<file path="config.mk">
export PLATFORM = sky130hd
export DESIGN_NAME = strap_id_capture
export DESIGN_NICKNAME = d
export VERILOG_FILES = /design/src/rtl/sid_pkg.sv /design/src/rtl/sid_init_fsm.sv /design/src/rtl/sid_id_reg.sv /design/src/rtl/sid_addr_lock.sv /design/src/rtl/sid_pad_gate.sv /design/src/rtl/strap_id_capture.sv
export SDC_FILE = /design/constraint.sdc
export NUM_CORES = 1
export LEC_CHECK = 0
export CORE_ASPECT_RATIO = 2
export CORE_MARGIN = 2
export CORE_UTILIZATION = 41
export CTS_BUF_LIST = sky130_fd_sc_hd__clkbuf_8
export CTS_CLUSTER_DIAMETER = 50
export DETAILED_ROUTE_END_ITERATION = 8
export PLACE_DENSITY = 0.81
export SLEW_MARGIN = 40
export SYNTH_ARGS = -nofsm -noshare
export SYNTH_HDL_FRONTEND = slang
export SYNTH_SLANG_ARGS = --single-unit
export TNS_END_PERCENT = 100
</file>
<file path="constraint.sdc">
create_clock -name clk -period 2 [get_ports clk]
set_input_delay 0.5 -clock clk [delete_from_list [all_inputs] [get_ports clk]]
set_output_delay 0.5 -clock clk [all_outputs]
set_load 0.05 [all_outputs]
</file>
<file path="src/rtl/sid_pkg.sv">
package sid_pkg;
    localparam int ID_W   = 14;
    localparam int BUS_W  = 8;
    localparam int ADR_W  = 6;
    localparam int HI_W   = ID_W - BUS_W;
    localparam int N_BUS  = 2;

    typedef logic [ID_W-1:0]  id_t;
    typedef logic [ADR_W-1:0] adr_t;
    typedef logic [BUS_W-1:0] bus_t;

    typedef enum logic [1:0] {
        ST_HELD = 2'd0,
        ST_WAIT = 2'd1,
        ST_DONE = 2'd2
    } init_st_e;

    typedef struct packed {
        logic vld;
        id_t  word;
    } id_upd_t;

    function automatic id_t straps_to_id(input bus_t sa, input bus_t da);
        return {sa[HI_W-1:0], da};
    endfunction

    function automatic adr_t id_to_addr(input id_t v);
        return v[ID_W-1 -: ADR_W];
    endfunction
endpackage

</file>
<file path="src/rtl/sid_init_fsm.sv">
module sid_init_fsm
    import sid_pkg::*;
(
    input  logic     clk,
    input  logic     rst_n,
    input  logic     mem_en,
    input  logic     ld_valid,
    output init_st_e state,
    output logic     capture,
    output logic     load_take,
    output logic     lock_now
);
    init_st_e state_q;

    assign capture   = rst_n && (state_q == ST_HELD);
    assign load_take = rst_n && (state_q == ST_WAIT) && ld_valid;
    assign lock_now  = (capture && !mem_en) || load_take;
    assign state     = state_q;

    always_ff @(posedge clk) begin
        if (!rst_n) begin
            state_q <= ST_HELD;
        end else begin
            unique case (state_q)
                ST_HELD: state_q <= mem_en ? ST_WAIT : ST_DONE;
                ST_WAIT: if (ld_valid) state_q <= ST_DONE;
                ST_DONE: state_q <= ST_DONE;
                default: state_q <= ST_HELD;
            endcase
        end
    end

    assert_nomem_done_R3: assert property (@(posedge clk) disable iff (!rst_n)
        (state_q == ST_HELD && !mem_en) |=> (state_q == ST_DONE));

    assert_mem_waits_R4: assert property (@(posedge clk) disable iff (!rst_n)
        (state_q == ST_HELD && mem_en) |=> (state_q == ST_WAIT));
endmodule

</file>
<file path="src/rtl/sid_id_reg.sv">
module sid_id_reg
    import sid_pkg::*;
(
    input  logic    clk,
    input  logic    rst_n,
    input  logic    done,
    input  id_upd_t strap_upd,
    input  id_upd_t load_upd,
    input  id_upd_t write_upd,
    output id_t     id_q
);
    id_t id_r;
    id_t id_nxt;

    always_comb begin
        id_nxt = id_r;
        if (strap_upd.vld)
            id_nxt = strap_upd.word;
        else if (load_upd.vld)
            id_nxt = load_upd.word;
        else if (write_upd.vld && done)
            id_nxt = write_upd.word;
    end

    always_ff @(posedge clk) begin
        if (!rst_n) id_r <= '0;
        else        id_r <= id_nxt;
    end

    assign id_q = id_r;

    assert_write_lands_R6: assert property (@(posedge clk) disable iff (!rst_n)
        (done && write_upd.vld) |=> (id_r == $past(write_upd.word)));

    assert_early_write_dropped_R7: assert property (@(posedge clk) disable iff (!rst_n)
        (!done && write_upd.vld && !strap_upd.vld && !load_upd.vld) |=> $stable(id_r));
endmodule

</file>
<file path="src/rtl/sid_addr_lock.sv">
module sid_addr_lock
    import sid_pkg::*;
(
    input  logic clk,
    input  logic rst_n,
    input  logic lock_now,
    input  id_t  lock_src,
    output adr_t addr_q,
    output logic locked
);
    adr_t addr_r;
    logic locked_r;

    always_ff @(posedge clk) begin
        if (!rst_n) begin
            addr_r   <= '0;
            locked_r <= 1'b0;
        end else if (lock_now && !locked_r) begin
            addr_r   <= id_to_addr(lock_src);
            locked_r <= 1'b1;
        end
    end

    assign addr_q = addr_r;
    assign locked = locked_r;

    assert_addr_frozen_R6: assert property (@(posedge clk) disable iff (!rst_n)
        locked_r |=> $stable(addr_r));
endmodule

</file>
<file path="src/rtl/sid_pad_gate.sv">
module sid_pad_gate
    import sid_pkg::*;
#(
    parameter int NB = N_BUS
) (
    input  logic          clk,
    input  logic          rst_n,
    input  logic          open,
    input  logic [NB-1:0] oe_req,
    output logic [NB-1:0] oe_out
);
    for (genvar b = 0; b < NB; b++) begin : g_bus
        assign oe_out[b] = oe_req[b] & open;
    end

    assert_oe_closed_R8: assert property (@(posedge clk) disable iff (!rst_n)
        !open |-> (oe_out == '0));
endmodule

</file>
<file path="src/rtl/strap_id_capture.sv">
module strap_id_capture
    import sid_pkg::*;
(
    input  logic             clk,
    input  logic             rst_n,
    input  logic             mem_en,
    input  logic [BUS_W-1:0] sub_in,
    input  logic [BUS_W-1:0] dat_in,
    input  logic             sub_oe_req,
    input  logic             dat_oe_req,
    input  logic             ld_valid,
    input  logic [ID_W-1:0]  ld_word,
    input  logic             wr_en,
    input  logic [ID_W-1:0]  wr_word,
    output logic [ID_W-1:0]  ident,
    output logic [ADR_W-1:0] dev_addr,
    output logic             init_done,
    output logic             sub_oe,
    output logic             dat_oe
);
    init_st_e   st;
    logic       capture;
    logic       load_take;
    logic       lock_now;
    logic       locked;
    id_t        strap_id;
    id_upd_t    strap_upd;
    id_upd_t    load_upd;
    id_upd_t    write_upd;
    logic [N_BUS-1:0] oe_req;
    logic [N_BUS-1:0] oe_out;

    assign strap_id  = straps_to_id(sub_in, dat_in);
    assign strap_upd = '{vld: capture,   word: strap_id};
    assign load_upd  = '{vld: load_take, word: ld_word};
    assign write_upd = '{vld: wr_en,     word: wr_word};

    sid_init_fsm u_fsm (
        .clk       (clk),
        .rst_n     (rst_n),
        .mem_en    (mem_en),
        .ld_valid  (ld_valid),
        .state     (st),
        .capture   (capture),
        .load_take (load_take),
        .lock_now  (lock_now)
    );

    assign init_done = (st == ST_DONE);

    sid_id_reg u_id (
        .clk       (clk),
        .rst_n     (rst_n),
        .done      (init_done),
        .strap_upd (strap_upd),
        .load_upd  (load_upd),
        .write_upd (write_upd),
        .id_q      (ident)
    );

    sid_addr_lock u_lock (
        .clk      (clk),
        .rst_n    (rst_n),
        .lock_now (lock_now),
        .lock_src (capture ? strap_id : ld_word),
        .addr_q   (dev_addr),
        .locked   (locked)
    );

    assign oe_req = {dat_oe_req, sub_oe_req};

    sid_pad_gate #(.NB(N_BUS)) u_gate (
        .clk    (clk),
        .rst_n  (rst_n),
        .open   (init_done),
        .oe_req (oe_req),
        .oe_out (oe_out)
    );

    assign sub_oe = oe_out[0];
    assign dat_oe = oe_out[1];

    assert_late_load_ignored_R5: assert property (@(posedge clk) disable iff (!rst_n)
        (init_done && ld_valid && !wr_en) |=> ($stable(ident) && $stable(dev_addr)));

    assert_load_applies_R4: assert property (@(posedge clk) disable iff (!rst_n)
        (st == ST_WAIT && ld_valid) |=>
            (init_done && ident == $past(ld_word) && dev_addr == $past(ld_word[ID_W-1 -: ADR_W])));

    assert_lock_matches_done_R3: assert property (@(posedge clk) disable iff (!rst_n)
        locked == init_done);
endmodule

</file>
* Word-level counts from Yosys, hierarchy flattened
Index checks and enable logic that the tools add are counted.
** Word-level totals
- Bits in registers :: 23
- Bits of input ports :: 51
- Output and inout bits :: 23
- Word-level logic and storage cells :: 27
** Cells by class
- Equality and inequality tests :: 3
- Multiplexer cells :: 7
- Bitwise gates (word level) :: 2
- Reduce and logical (&&, ||, !) cells :: 11
** Operators by type and width (number)
- $mux 14 :: 4
- $logic_and 1x1->1 :: 6
- $pmux 2 s3 :: 1
- $mux 2 :: 2
- $reduce_bool 3->1 :: 1
- $and 1x1->1 :: 2
- $eq 2x1->1 const B :: 1
- $eq 2x2->1 const B :: 1
- $logic_not 1->1 :: 2
- $logic_not 2->1 :: 1
- $ne 2x2->1 const B :: 1
- $logic_or 1x1->1 :: 1

* Depth between registers and ports, before layout
- Depth in word-level cells :: 5
- Mapped depth :: 8
- Depth with buffers taken out :: 5

* Modules after synthesis
Synthesis repeated with hierarchy kept, for this count alone.
** Unflattened totals
- Cells, all modules :: 148
- Area total of the unflattened synthesis :: 1463.9 sq um
** By module, submodules not included
- sid_id_reg :: times used 1, cells an instance 82, area an instance 824.5 sq um, sequential area each 280.3 sq um
- sid_addr_lock :: times used 1, cells an instance 29, area an instance 285.3 sq um, sequential area each 140.1 sq um
- strap_id_capture :: times used 1, cells an instance 16, area an instance 175.2 sq um, sequential area each 0.0 sq um
- sid_init_fsm :: times used 1, cells an instance 19, area an instance 166.4 sq um, sequential area each 40.0 sq um
- sid_pad_gate :: times used 1, cells an instance 2, area an instance 12.5 sq um, sequential area each 0.0 sq um

* Worst setup path before layout
No wires, ideal clock.
- Path type :: register -> output
- From :: register u_fsm.state_q[0] (netlist: u_fsm.state[0])
- To :: output dat_oe
- Arrival :: 1403 ps
- Data required time :: 1500 ps
- Path slack :: 97 ps
- Stages on the path, launching flop included :: 4
- Path buffers :: 0
- Cells stage by stage :: dfxtp_1 > inv_1 > ha_1 > and2_1
** Between the ends
- Word-level cells in the longest chain between the ends :: 2
** Ends and longest elaborated chain
- from (decl) :: RTL line sid_init_fsm.sv:13 : init_st_e state_q;
- from (signal assigned) :: RTL line sid_init_fsm.sv:25 : ST_HELD: state_q <= mem_en ? ST_WAIT : ST_DONE;
- $eq 2x2->1 :: RTL line strap_id_capture.sv:49 : assign init_done = (st == ST_DONE);
- via init_done :: RTL line strap_id_capture.sv:17 : output logic init_done,
- $and 1x1->1 :: RTL line sid_pad_gate.sv:13 : assign oe_out[b] = oe_req[b] & open;
- to (decl) :: RTL line strap_id_capture.sv:19 : output logic dat_oe
The timed path passes the listed nets, and every way through them passes these cells.

* Final worst setup path
- From :: register u_id.id_r[2] (netlist: u_id.id_q[2])
- To :: output ident[2]
** RTL lines
- from (decl) :: RTL line sid_id_reg.sv:12 : id_t id_r;
- from (signal assigned) :: RTL line sid_id_reg.sv:27 : else id_r <= id_nxt;
- to (decl) :: RTL line strap_id_capture.sv:15 : output logic [ID_W-1:0] ident,
No word-level cell between the ends.

==> results.yml <==
status:
  outcome: "finished, final reports clean"
timing:
  tightest_slew_ps: 548
  report.final.slew_viol_count: 0
  post-route-period-util: 0.970
  maxSlewHeadroom: 0.633
  setup_tns_ps: 0
  skew_ps: 2.94
  layout_min_cycle_time_ps: 1940
  rsz0062_at_grt: "no"
  setup_violations: 0
  max_freq_ghz: 0.515
  finalHoldViolCount: 0
  fin_ws_ps: 60.1
placed_design:
  dpl.hpwl_um: 3250
  gp_congestion: 0.789
  pre_cts_slack_ps: 113
  portBuffers: 71
  dp_cells: 246
clocking:
  postCtsHoldBufs: 0
  clk_pin_slew_ps: 90
  numCtsBuffers: 3
  clock_latency_ps: 260
  clk_path_buf_depth: 2
  cts_setup_buffers: 0
  cts_resized: 0
  htree_levels: 1
  root_buffer: "clkbuf_8"
  cts_tree: "built"
  cts.sinks: 23
worst_setup_path:
  cp_data_arrival_time_ps: 1440
  cpMaxStageDelayCell: "clkdlybuf4s50_1"
  cp.required_ps: 1500
  worstPathMaxFanout: 2
  rr_worst_depth: 6
  crit_path_end_kind: "output port"
  slowest_delay_ps: 820
  r2r-end: "u_id.id_q[2]"
  start_kind: "register"
  critPathKind: "register to output port"
  worst_path_dominant_cell_family: "buffers and inverters"
  crit_chain: "clkdlybuf4s50_1"
  critPathBufInv: 1
  timing.rr.start: "u_fsm.state[0]"
  reg2reg_slack_ps: 320
synthesis:
  synth-xor-area-share: 0
  syn_nets: 203
  synth.cell_area_um2: 1420
  synthSimpleGateAreaFrac: 0.0590
  synth_mux_area_frac: 0.0476
  yosysWarningCount: 0
  synth_compound_area_frac: 0.419
  synth_cell_type_count: 31
  ys_ff_latch: 23
  synth_top_family_by_area: "compound AO/OA/AOI/OAI gates"
  syn_area_per_cell_um2: 9.60
  synth_cells: 148
  synthAdderAreaFrac: 0.0352
  seq_area_frac_synth: 0.324
cells_and_area:
  final_nets: 274
  layout-drive-gt1-share: 0.197
  layout_commonest_cell: "clkdlybuf4s50_1"
  syn2layout_area_growth_pct: 56.8
  layout_common_cells: "clkdlybuf4s50_1 (67), dfxtp_1 (23), o31ai_1 (14)"
  diodes: 0
  fillCellCount: 259
  layout.cells.non_filler: 250
  finish.utilization: 0.667
pwr:
  switching_share: 0.415
  p_switching_mw: 0.787
  ir_drop_uv: 587
  pwr-share-seq: 0.306
  pwr-share-comb: 0.540
  finalPower_mw: 1.90
  intPower_mw: 1.11
  pwr-share-clk: 0.153
  p_leak_nw: 0.828
  p_per_area_nw_per_um2: 852
global_route:
  antenna_found_initial: 0
  grt_pass1_vias: 1495
  grt_pass1_wl_um: 6530
  grt_max_degree: 26
  grt_usage: 0.216
  globalRouteOverflowTotal: 0
run:
  drv_cap: 0
floorplanning:
  core_um2: 3340
  die_area_um2: 3980
  num_rows: 30
  initial_utilization: 0.425
  die_h_um: 87.2
  die_w_um: 45.6
  io_pins: 74
routing:
  wl_per_cell_um: 16.5
  drt.antenna.violating_nets: 0
  route.vias.total: 1437
  first_iter_violations: 51
  drt_drc_violations_left: 0
  via_per_inst: 5.75
  drtPass1Iterations: 4
  drt-total-wl_um: 4120
min_path:
  hold_path.class: "register to register"
  hp-start: "u_lock.addr_q[0]"
  min_to: "u_lock.addr_q[0]"
  hold_depth: 2
## per-layer routing
metal,global-route usage,vias to the layer above,part of all wire
met5,0,-,0
met4,0.0909,0,0.016
met3,0.0353,6,0.042
met2,0.396,48,0.58
met1,0.226,679,0.36
li1,-,704,-
## worst max path at each step
stage                    from               end  slack, ps  cells after the start
2_1_floorplan  u_fsm.state[0]            dat_oe        100                      3
3_3_place_gp            rst_n  u_lock.addr_q[4]        130                      5
3_5_place_dp            rst_n      u_id.id_q[8]        110                      5
4_1_cts         u_id.id_q[11]         ident[11]         50                      1
5_1_grt         u_id.id_q[11]         ident[11]         30                      1
6_report         u_id.id_q[2]          ident[2]         60                      1
## cell usage after synthesis
library cell  instances  share of area
dfxtp_1              23           0.32
a21o_1                1         0.0053
buf_2                 3          0.011
o22ai_1              13          0.057
nand2_2               2         0.0088
o31ai_1              14          0.074
a31oi_1               1         0.0044
and2_1                3          0.013
and4b_1               1         0.0070
clkbuf_1              5          0.013
ha_1                  4          0.035
buf_4                 1         0.0053
buf_6                 5          0.040
nand3_1               3          0.011
a22oi_2               8          0.070
nand2_1               2         0.0053
a221o_1               1         0.0070
buf_12                1          0.014
a22oi_1               4          0.021
nand2b_1              2         0.0088
a211oi_1             12          0.063
a31oi_2               1         0.0088
a22oi_4               1          0.015
mux2_2                2          0.016
or2b_1                1         0.0053
a21oi_1               6          0.021
mux2_1                4          0.032
a21o_2                1         0.0062
a21oi_2              10          0.062
inv_1                12          0.032
o21ai_0               1         0.0035
## logic make-up after synthesis
family | Yosys count
simple gates | 14
compound gates | 74
mux | 6
buf+inv | 27
flops | 23
fa+ha+maj | 4
## registers in the layout, summed over array words and instances, names as in the netlist
register       flops
u_fsm.state        2
u_id.id_q         14
u_lock.locked      1
u_lock.addr_q      6
## power groups by stage
stage	sequential, mW	combinational, mW	clock [mW]
after global routing	0.589	1.09	0.322
after detailed placement	0.591	1.03	0
final	0.581	1.03	0.291
after global placement	0.588	1.01	0
after CTS	0.581	1.03	0.299
after floorplan	0.830	0.441	0
## layout make-up
class / count / area [µm²] / area share
Timing Repair Buffer: 81 / 838 / 0.376
Clock buffer: 3 / 41.3 / 0.0185
Sequential cell: 23 / 460 / 0.207
Inverter: 12 / 45.0 / 0.0202
Multi-Input combinational cell: 98 / 797 / 0.358
Clock inverter: 1 / 5.00 / 0.00225
Tap cell: 32 / 40.0 / 0.0180
## stage by stage
stage / hold WS (ps) / cell area, µm²
6_report: 466 / 2230
3_3_place_gp: 445 / 2180
5_1_grt: 485 / 2230
2_1_floorplan: 435 / 1420
3_5_place_dp: 450 / 2180
4_1_cts: 465 / 2230
Power figures use the tool's default switching activity.
